<file path="config.mk">
export PLATFORM = sky130hd
export DESIGN_NAME = slice_alu
export DESIGN_NICKNAME = d
export VERILOG_FILES = /design/src/rtl/slice_pkg.sv /design/src/rtl/slice_regfile.sv /design/src/rtl/slice_opsel.sv /design/src/rtl/slice_alu_core.sv /design/src/rtl/slice_dest.sv /design/src/rtl/slice_alu.sv
export SDC_FILE = /design/constraint.sdc
export NUM_CORES = 2
export LEC_CHECK = 0
export ABC_CLOCK_PERIOD_IN_PS = 7200
export BUFFER_PORTS_ARGS = -buffer_cell sky130_fd_sc_hd__buf_2
export CORE_MARGIN = 3
export CORE_UTILIZATION = 40
export CTS_CLUSTER_SIZE = 20
export DETAILED_ROUTE_END_ITERATION = 12
export HOLD_SLACK_MARGIN = 0.03
export PLACE_DENSITY = 0.55
export SLEW_MARGIN = 20
export SYNTH_ARGS = -nofsm -noshare
export SYNTH_HDL_FRONTEND = slang
export SYNTH_HIERARCHICAL = 1
export SYNTH_SLANG_ARGS = --single-unit
export TNS_END_PERCENT = 50
</file>
<file path="constraint.sdc">
create_clock -name clk -period 7.2 [get_ports clk]
set_input_delay 0.72 -clock clk [delete_from_list [all_inputs] [get_ports clk]]
set_output_delay 0.72 -clock clk [all_outputs]
set_load 0.03 [all_outputs]
</file>
<file path="src/rtl/slice_pkg.sv">
package slice_pkg;

   localparam int INSTR_W = 10;

   typedef enum logic [2:0] {
      SRC_AQ, SRC_AB, SRC_ZQ, SRC_ZB, SRC_ZA, SRC_DA, SRC_DQ, SRC_DZ
   } src_e;

   typedef enum logic [2:0] {
      FN_ADD, FN_SUBR, FN_SUBS, FN_OR, FN_AND, FN_NOTRS, FN_XOR, FN_XNOR
   } fn_e;

   typedef enum logic [3:0] {
      DST_QREG, DST_NOP, DST_RAMA, DST_RAMF,
      DST_RAMQD, DST_RAMD, DST_RAMQU, DST_RAMU,
      DST_LDR, DST_LDQ, DST_FR_DQ, DST_DR_FQ,
      DST_R12, DST_R13, DST_R14, DST_R15
   } dst_e;

   typedef enum logic [1:0] { WSEL_F, WSEL_DN, WSEL_UP, WSEL_D } wsel_e;

   typedef struct packed {
      logic  ram_we;
      wsel_e ram_sel;
      logic  q_we;
      wsel_e q_sel;
      logic  y_from_a;
   } dst_ctl_t;

   function automatic dst_ctl_t decode_dst(input logic [3:0] code);
      dst_ctl_t c;
      c = '{ram_we: 1'b0, ram_sel: WSEL_F, q_we: 1'b0, q_sel: WSEL_F, y_from_a: 1'b0};
      case (dst_e'(code))
         DST_QREG:  begin c.q_we = 1'b1; end
         DST_RAMA:  begin c.ram_we = 1'b1; c.y_from_a = 1'b1; end
         DST_RAMF:  begin c.ram_we = 1'b1; end
         DST_RAMQD: begin c.ram_we = 1'b1; c.ram_sel = WSEL_DN;
                          c.q_we = 1'b1; c.q_sel = WSEL_DN; end
         DST_RAMD:  begin c.ram_we = 1'b1; c.ram_sel = WSEL_DN; end
         DST_RAMQU: begin c.ram_we = 1'b1; c.ram_sel = WSEL_UP;
                          c.q_we = 1'b1; c.q_sel = WSEL_UP; end
         DST_RAMU:  begin c.ram_we = 1'b1; c.ram_sel = WSEL_UP; end
         DST_LDR:   begin c.ram_we = 1'b1; c.ram_sel = WSEL_D; end
         DST_LDQ:   begin c.q_we = 1'b1; c.q_sel = WSEL_D; end
         DST_FR_DQ: begin c.ram_we = 1'b1; c.q_we = 1'b1; c.q_sel = WSEL_D; end
         DST_DR_FQ: begin c.ram_we = 1'b1; c.ram_sel = WSEL_D; c.q_we = 1'b1; end
         default:   begin end
      endcase
      return c;
   endfunction

endpackage

</file>
<file path="src/rtl/slice_regfile.sv">
module slice_regfile #(
   parameter int W        = 16,
   parameter int DEPTH    = 64,
   parameter int AW       = 6,
   parameter bit READ_REG = 1'b0
) (
   input  logic          clk,
   input  logic          we,
   input  logic [AW-1:0] ra_a,
   input  logic [AW-1:0] ra_b,
   input  logic [W-1:0]  wd,
   output logic [W-1:0]  rd_a,
   output logic [W-1:0]  rd_b
);

   logic [W-1:0] mem [DEPTH];

   // write port shares the B address
   always_ff @(posedge clk) begin
      if (we) mem[ra_b] <= wd;
   end

   generate
      if (READ_REG) begin : g_reg_read
         // operands captured at the edge, used one cycle later
         always_ff @(posedge clk) begin
            rd_a <= mem[ra_a];
            rd_b <= mem[ra_b];
         end
      end else begin : g_flow_read
         // holds pre-edge contents for the whole cycle; write lands after
         assign rd_a = mem[ra_a];
         assign rd_b = mem[ra_b];
      end
   endgenerate

endmodule

</file>
<file path="src/rtl/slice_opsel.sv">
module slice_opsel
   import slice_pkg::*;
#(
   parameter int W = 16
) (
   input  logic [2:0]   src,
   input  logic [W-1:0] a,
   input  logic [W-1:0] b,
   input  logic [W-1:0] q,
   input  logic [W-1:0] d,
   output logic [W-1:0] r,
   output logic [W-1:0] s
);

   always_comb begin
      r = '0;
      s = '0;
      case (src_e'(src))
         SRC_AQ: begin r = a;  s = q;  end
         SRC_AB: begin r = a;  s = b;  end
         SRC_ZQ: begin r = '0; s = q;  end
         SRC_ZB: begin r = '0; s = b;  end
         SRC_ZA: begin r = '0; s = a;  end
         SRC_DA: begin r = d;  s = a;  end
         SRC_DQ: begin r = d;  s = q;  end
         SRC_DZ: begin r = d;  s = '0; end
         default: begin end
      endcase
   end

endmodule

</file>
<file path="src/rtl/slice_alu_core.sv">
module slice_alu_core
   import slice_pkg::*;
#(
   parameter int W = 16
) (
   input  logic [2:0]   fn,
   input  logic [W-1:0] r,
   input  logic [W-1:0] s,
   input  logic         cin,
   output logic [W-1:0] f,
   output logic         cout,
   output logic         gen,
   output logic         prop,
   output logic         ovf,
   output logic         zero,
   output logic         sign
);

   logic [W-1:0] ro, so;
   logic [W-1:0] lo_sum;
   logic [1:0]   hi_sum;
   logic [W-1:0] arith_f;
   logic         is_arith;

   always_comb begin
      ro = r;
      so = s;
      if (fn_e'(fn) == FN_SUBR) ro = ~r;
      if (fn_e'(fn) == FN_SUBS) so = ~s;
   end

   // low bits and MSB added apart so the carry into the MSB is visible
   assign lo_sum  = {1'b0, ro[W-2:0]} + {1'b0, so[W-2:0]} + {{(W-1){1'b0}}, cin};
   assign hi_sum  = {1'b0, ro[W-1]} + {1'b0, so[W-1]} + {1'b0, lo_sum[W-1]};
   assign arith_f = {hi_sum[0], lo_sum[W-2:0]};
   assign is_arith = (fn_e'(fn) == FN_ADD) || (fn_e'(fn) == FN_SUBR) || (fn_e'(fn) == FN_SUBS);

   always_comb begin
      case (fn_e'(fn))
         FN_OR:    f = r | s;
         FN_AND:   f = r & s;
         FN_NOTRS: f = ~r & s;
         FN_XOR:   f = r ^ s;
         FN_XNOR:  f = ~(r ^ s);
         default:  f = arith_f;
      endcase
   end

   assign cout = is_arith & hi_sum[1];
   assign ovf  = is_arith & (hi_sum[1] ^ lo_sum[W-1]);
   assign gen  = is_arith & (({1'b0, ro} + {1'b0, so}) > {1'b0, {W{1'b1}}});
   assign prop = is_arith & (&(ro | so));
   assign zero = (f == '0);
   assign sign = f[W-1];

endmodule

</file>
<file path="src/rtl/slice_dest.sv">
module slice_dest
   import slice_pkg::*;
#(
   parameter int W = 16
) (
   input  logic [3:0]   code,
   input  logic [W-1:0] f,
   input  logic [W-1:0] q,
   input  logic [W-1:0] a_op,
   input  logic [W-1:0] d,
   input  logic         ram_lo_in,
   input  logic         ram_hi_in,
   input  logic         q_lo_in,
   input  logic         q_hi_in,
   output logic         ram_we,
   output logic [W-1:0] ram_wd,
   output logic         q_we,
   output logic [W-1:0] q_nxt,
   output logic [W-1:0] y,
   output logic         ram_lo_out,
   output logic         ram_lo_oe,
   output logic         ram_hi_out,
   output logic         ram_hi_oe,
   output logic         q_lo_out,
   output logic         q_lo_oe,
   output logic         q_hi_out,
   output logic         q_hi_oe
);

   dst_ctl_t ctl;
   assign ctl = decode_dst(code);

   always_comb begin
      case (ctl.ram_sel)
         WSEL_DN: ram_wd = {ram_hi_in, f[W-1:1]};
         WSEL_UP: ram_wd = {f[W-2:0], ram_lo_in};
         WSEL_D:  ram_wd = d;
         default: ram_wd = f;
      endcase
      case (ctl.q_sel)
         WSEL_DN: q_nxt = {q_hi_in, q[W-1:1]};
         WSEL_UP: q_nxt = {q[W-2:0], q_lo_in};
         WSEL_D:  q_nxt = d;
         default: q_nxt = f;
      endcase
   end

   assign ram_we = ctl.ram_we;
   assign q_we   = ctl.q_we;
   assign y      = ctl.y_from_a ? a_op : f;

   // pad enables: an end drives only while its shifter pushes out there
   assign ram_lo_oe  = ctl.ram_we && (ctl.ram_sel == WSEL_DN);
   assign ram_hi_oe  = ctl.ram_we && (ctl.ram_sel == WSEL_UP);
   assign q_lo_oe    = ctl.q_we && (ctl.q_sel == WSEL_DN);
   assign q_hi_oe    = ctl.q_we && (ctl.q_sel == WSEL_UP);
   assign ram_lo_out = ram_lo_oe & f[0];
   assign ram_hi_out = ram_hi_oe & f[W-1];
   assign q_lo_out   = q_lo_oe & q[0];
   assign q_hi_out   = q_hi_oe & q[W-1];

endmodule

</file>
<file path="src/rtl/slice_alu.sv">
module slice_alu
   import slice_pkg::*;
#(
   parameter int W        = 16,
   parameter int DEPTH    = 64,
   parameter bit READ_REG = 1'b0,
   localparam int AW      = $clog2(DEPTH)
) (
   input  logic               clk,
   input  logic               rst_n,
   input  logic [INSTR_W-1:0] instr,
   input  logic [AW-1:0]      addr_a,
   input  logic [AW-1:0]      addr_b,
   input  logic [W-1:0]       d_in,
   input  logic               cin,
   input  logic               ram_lo_in,
   input  logic               ram_hi_in,
   input  logic               q_lo_in,
   input  logic               q_hi_in,
   output logic [W-1:0]       y_out,
   output logic               cout,
   output logic               gen,
   output logic               prop,
   output logic               zero,
   output logic               sign,
   output logic               ovf,
   output logic               ram_lo_out,
   output logic               ram_lo_oe,
   output logic               ram_hi_out,
   output logic               ram_hi_oe,
   output logic               q_lo_out,
   output logic               q_lo_oe,
   output logic               q_hi_out,
   output logic               q_hi_oe
);

   generate
      if (W < 4) begin : g_bad_width
         $error("slice_alu: W must be at least 4");
      end
      if (DEPTH < 2 || (DEPTH & (DEPTH - 1)) != 0) begin : g_bad_depth
         $error("slice_alu: DEPTH must be a power of two, at least 2");
      end
   endgenerate

   logic [2:0]   f_src, f_fn;
   logic [3:0]   f_dst;
   logic [W-1:0] a_op, b_op, r_op, s_op, f_val;
   logic [W-1:0] q_reg, q_nxt, ram_wd;
   logic         ram_we, q_we;

   assign f_src = instr[2:0];
   assign f_fn  = instr[5:3];
   assign f_dst = instr[9:6];

   slice_regfile #(.W(W), .DEPTH(DEPTH), .AW(AW), .READ_REG(READ_REG)) u_rf (
      .clk  (clk),
      .we   (ram_we),
      .ra_a (addr_a),
      .ra_b (addr_b),
      .wd   (ram_wd),
      .rd_a (a_op),
      .rd_b (b_op)
   );

   slice_opsel #(.W(W)) u_sel (
      .src (f_src),
      .a   (a_op),
      .b   (b_op),
      .q   (q_reg),
      .d   (d_in),
      .r   (r_op),
      .s   (s_op)
   );

   slice_alu_core #(.W(W)) u_core (
      .fn   (f_fn),
      .r    (r_op),
      .s    (s_op),
      .cin  (cin),
      .f    (f_val),
      .cout (cout),
      .gen  (gen),
      .prop (prop),
      .ovf  (ovf),
      .zero (zero),
      .sign (sign)
   );

   slice_dest #(.W(W)) u_dst (
      .code       (f_dst),
      .f          (f_val),
      .q          (q_reg),
      .a_op       (a_op),
      .d          (d_in),
      .ram_lo_in  (ram_lo_in),
      .ram_hi_in  (ram_hi_in),
      .q_lo_in    (q_lo_in),
      .q_hi_in    (q_hi_in),
      .ram_we     (ram_we),
      .ram_wd     (ram_wd),
      .q_we       (q_we),
      .q_nxt      (q_nxt),
      .y          (y_out),
      .ram_lo_out (ram_lo_out),
      .ram_lo_oe  (ram_lo_oe),
      .ram_hi_out (ram_hi_out),
      .ram_hi_oe  (ram_hi_oe),
      .q_lo_out   (q_lo_out),
      .q_lo_oe    (q_lo_oe),
      .q_hi_out   (q_hi_out),
      .q_hi_oe    (q_hi_oe)
   );

   // Q working register (R1 reset, R13 hold)
   always_ff @(posedge clk or negedge rst_n) begin
      if (!rst_n)    q_reg <= '0;
      else if (q_we) q_reg <= q_nxt;
   end

endmodule

</file>
==> metrics.csv <==
stage,metric,value,unit
critical_path,required time of the critical path,6480,ps
power_and_ir_drop,Leak,24.7,nW
final_layout,"Cell Count, Final, Fillers Out",6330,
sta,final worst slack,-1110,ps
run_status,failing checks,setup timing,
yosys,Synth area leaders,"edfxtp_1 (57%), mux4_2 (12%), mux2i_1 (5.3%)",
die,initial core utilization,40.6,%
power_and_ir_drop,Logic pwr share,24.3,%
placed_design,count of input and output buffers,74,
routing,DR vias,41000,
sta,Final Hold Viols,0,
power_and_ir_drop,clock share of power,32.9,%
power_and_ir_drop,PD cells,247,nW/um^2
clocking,Clock Latency Late Sink,760,ps
power_and_ir_drop,internal power,11.9,mW
sta,Tmin final,8310,ps
critical_path,worst reg2reg path depth,45,
clocking,TritonCTS Buffers,111,
critical_path,CP max-delay cell,mux4_2,
sta,# setup viols final,4,
global_routing,GR Util All Layers,31.4,%
yosys,Post-synth EDFFs,1024,
die,Core ar.,132000,um^2
routing,vias per std cell,6.48,
power_and_ir_drop,sw frac,29.3,%
critical_path,Startpoint Class,input pin,
final_layout,max reg flops,1024,
die,width of the die,373,um
final_layout,Final nets,4575,
global_routing,initial antenna violation count,13,
yosys,most common cell in the synthesized netlist,edfxtp_1,
yosys,Main synth FF type,edfxtp_1,
routing,Routed Antenna Nets,0,
flow_run,MaxCap Viol Count,0,
global_routing,largest net degree at the start of global routing,71,
power_and_ir_drop,Switch Pwr,4.95,mW
yosys,yosys warns,6,
clocking,Max clock buf depth,3,
sta,final clock skew,44.6,ps
yosys,"area leader, netlist",edfxtp_1,
power_and_ir_drop,Worst VDD drop,0.000179,V
critical_path,CP peak stage delay,560,ps
yosys,synth cell count leaders,"edfxtp_1 (1024), mux4_2 (294), mux2i_1 (285), nor2_1 (186), a221oi_1 (135)",
routing,DRC viols,0,
final_layout,layout cells sized above 1,41.7,%
sta,Max Fclk,120,MHz
sta,fin. max-slew vios,0,
routing,initial drt markers,6224,
critical_path,WP data arrival,7590,ps
yosys,Avg Inst Size Synth,15.1,um^2
run_status,status,"complete, but fails checks",
die,num rows,133,
yosys,cell count after synthesis,3568,
critical_path,worst-path fanout max,16,
clocking,H-tree level count,3,
placed_design,DP Cell Count,6031,
clocking,clock sink count,1040,
critical_path,Most common cell on crit path,buf_4,
hold_path,HP Class,in -> reg,
power_and_ir_drop,sequential share of power,42.8,%
die,Die Height,373,um
yosys,Syn Std Cell Area,53800,um^2
hold_path,Hold Path Depth,3,
routing,drt total wl,225,mm
clocking,Clock Tree Root,clkbuf_16,
sta,max_slew headroom,23.9,%
global_routing,first-pass GRT wire length,311,mm
clocking,CTS tree,yes,
global_routing,vias in the first global route,39700,
yosys,Synth cell types,85,
global_routing,total gr overflow,0,
critical_path,CP endpoint kind,primary output,
sta,RSZ-0062 raised after global routing,true,
routing,drt pass-1 iters,6,
final_layout,area delta synth->final,27.2,%
yosys,"FF+latch count, synth",1040,
sta,worst slew pin tran,1140,ps
routing,wire per inst,35.6,um
yosys,Syn Nets,3665,
die,Top Ports,75,
clocking,Clock transition at path regs,70,ps
placed_design,DPL Wire Length,163,mm
sta,fin crit share,115,%
yosys,Yosys top cell area share,57.2,%
placed_design,post-placement setup slack,-1550,ps
yosys,Post-synth ARST share,1.54,%
placed_design,Routability Congestion,0.982,
yosys,"Seq/Total Area, Yosys",57.9,%
critical_path,critical path class,in -> out,
die,Die ar.,139000,um^2
critical path, delay by kind of cell:
family	cells	cell delay [ps]
xor+xnor	1	160
mux	2	830
simple gates	2	570
compound gates	7	1420
buf+inv	26	3510
fa+ha+maj	1	290
kinds of logic after synthesis:
logic type,count (synthesis),synth area share [%]
AND/OR/NAND/NOR,547,5.22
AO/OA/AOI/OAI,788,11.0
multiplexers,695,20.1
XOR/XNOR,51,0.844
adder cells (fa/ha/maj),52,1.27
flip-flops,1040,57.9
buffers and inverters,395,3.61
power by group through the flow:
stage / clock network [mW] / registers, mW / logic (mW)
final: 5.57 / 7.22 / 4.11
after global routing: 5.88 / 7.23 / 4.27
after CTS: 5.61 / 7.22 / 3.88
after detailed placement: 0 / 7.35 / 3.68
after global placement: 0 / 7.35 / 3.65
after floorplan: 0 / 7.32 / 1.79
metrics by stage:
step	TNS, ps	power [mW]	util, %	hold WS [ps]	instance area (um^2)
after floorplan	-332	9.12	-	424	53900
after global placement	-124550	11.0	47.8	558	63400
after detailed placement	-120660	11.0	47.9	556	63400
after CTS	-2550	16.7	51.2	358	67800
after global routing	-3110	17.4	51.6	393	68400
final	-2400	16.9	51.7	407	68400
routing by layer:
metal / vias up / GRT usage (%) / share of wire [%]
met5: - / 0 / 0.0067
met4: 2 / 16.9 / 6.3
met3: 602 / 7.69 / 12
met2: 2893 / 47.0 / 44
li1: 16600 / - / -
met1: 20900 / 42.1 / 38
worst paths after layout:
path / endpoint / slack [ps] / startpoint
min in group asynchronous: q_reg[14] / 480 / rst_n
setup / recovery: ovf / -1110 / addr_a[1]
hold / removal: q_reg[13] / 410 / d_in[13]
hold reg to reg: q_reg[15] / 580 / q_reg[15]
setup reg to reg: u_rf/mem[54][7] / 250 / u_rf/mem[21][8]
max in group asynchronous: q_reg[3] / 6380 / rst_n
what timing repair did:
item | 4_1_cts | 5_1_grt
pin swaps | 25 | 20
resized for setup | 90 | 77
hold buffers | 1 | 0
setup buffers | 67 | 21
gates cloned | 0 | 5
hold endpoints to repair | 16 | 0
setup endpoints to repair | 8 | 200
cells in the final DEF (no fill, tap or decap), drive strengths merged, types with 102 or more instances in the layout:
cell type  synthesis  layout
a22oi            107     107
nor2             187     187
a221oi           135     135
edfxtp          1024    1024
mux4             294     294
mux2i            285     285
o21ai            102     102
mux2             116     116
buf              199    1090
clkbuf           103     142
cell type report:
class	instances	area, um^2
flip-flops and latches	1040	31100
multi-input cells	2133	21600
inverters	93	352
fillers	11200	64000
well taps	1755	2200
diodes	6	15.0
repair buffers	1099	9650
clock buffers	134	2970
clock inverters	70	504
Note: power is estimated with default switching activity, not from simulation.
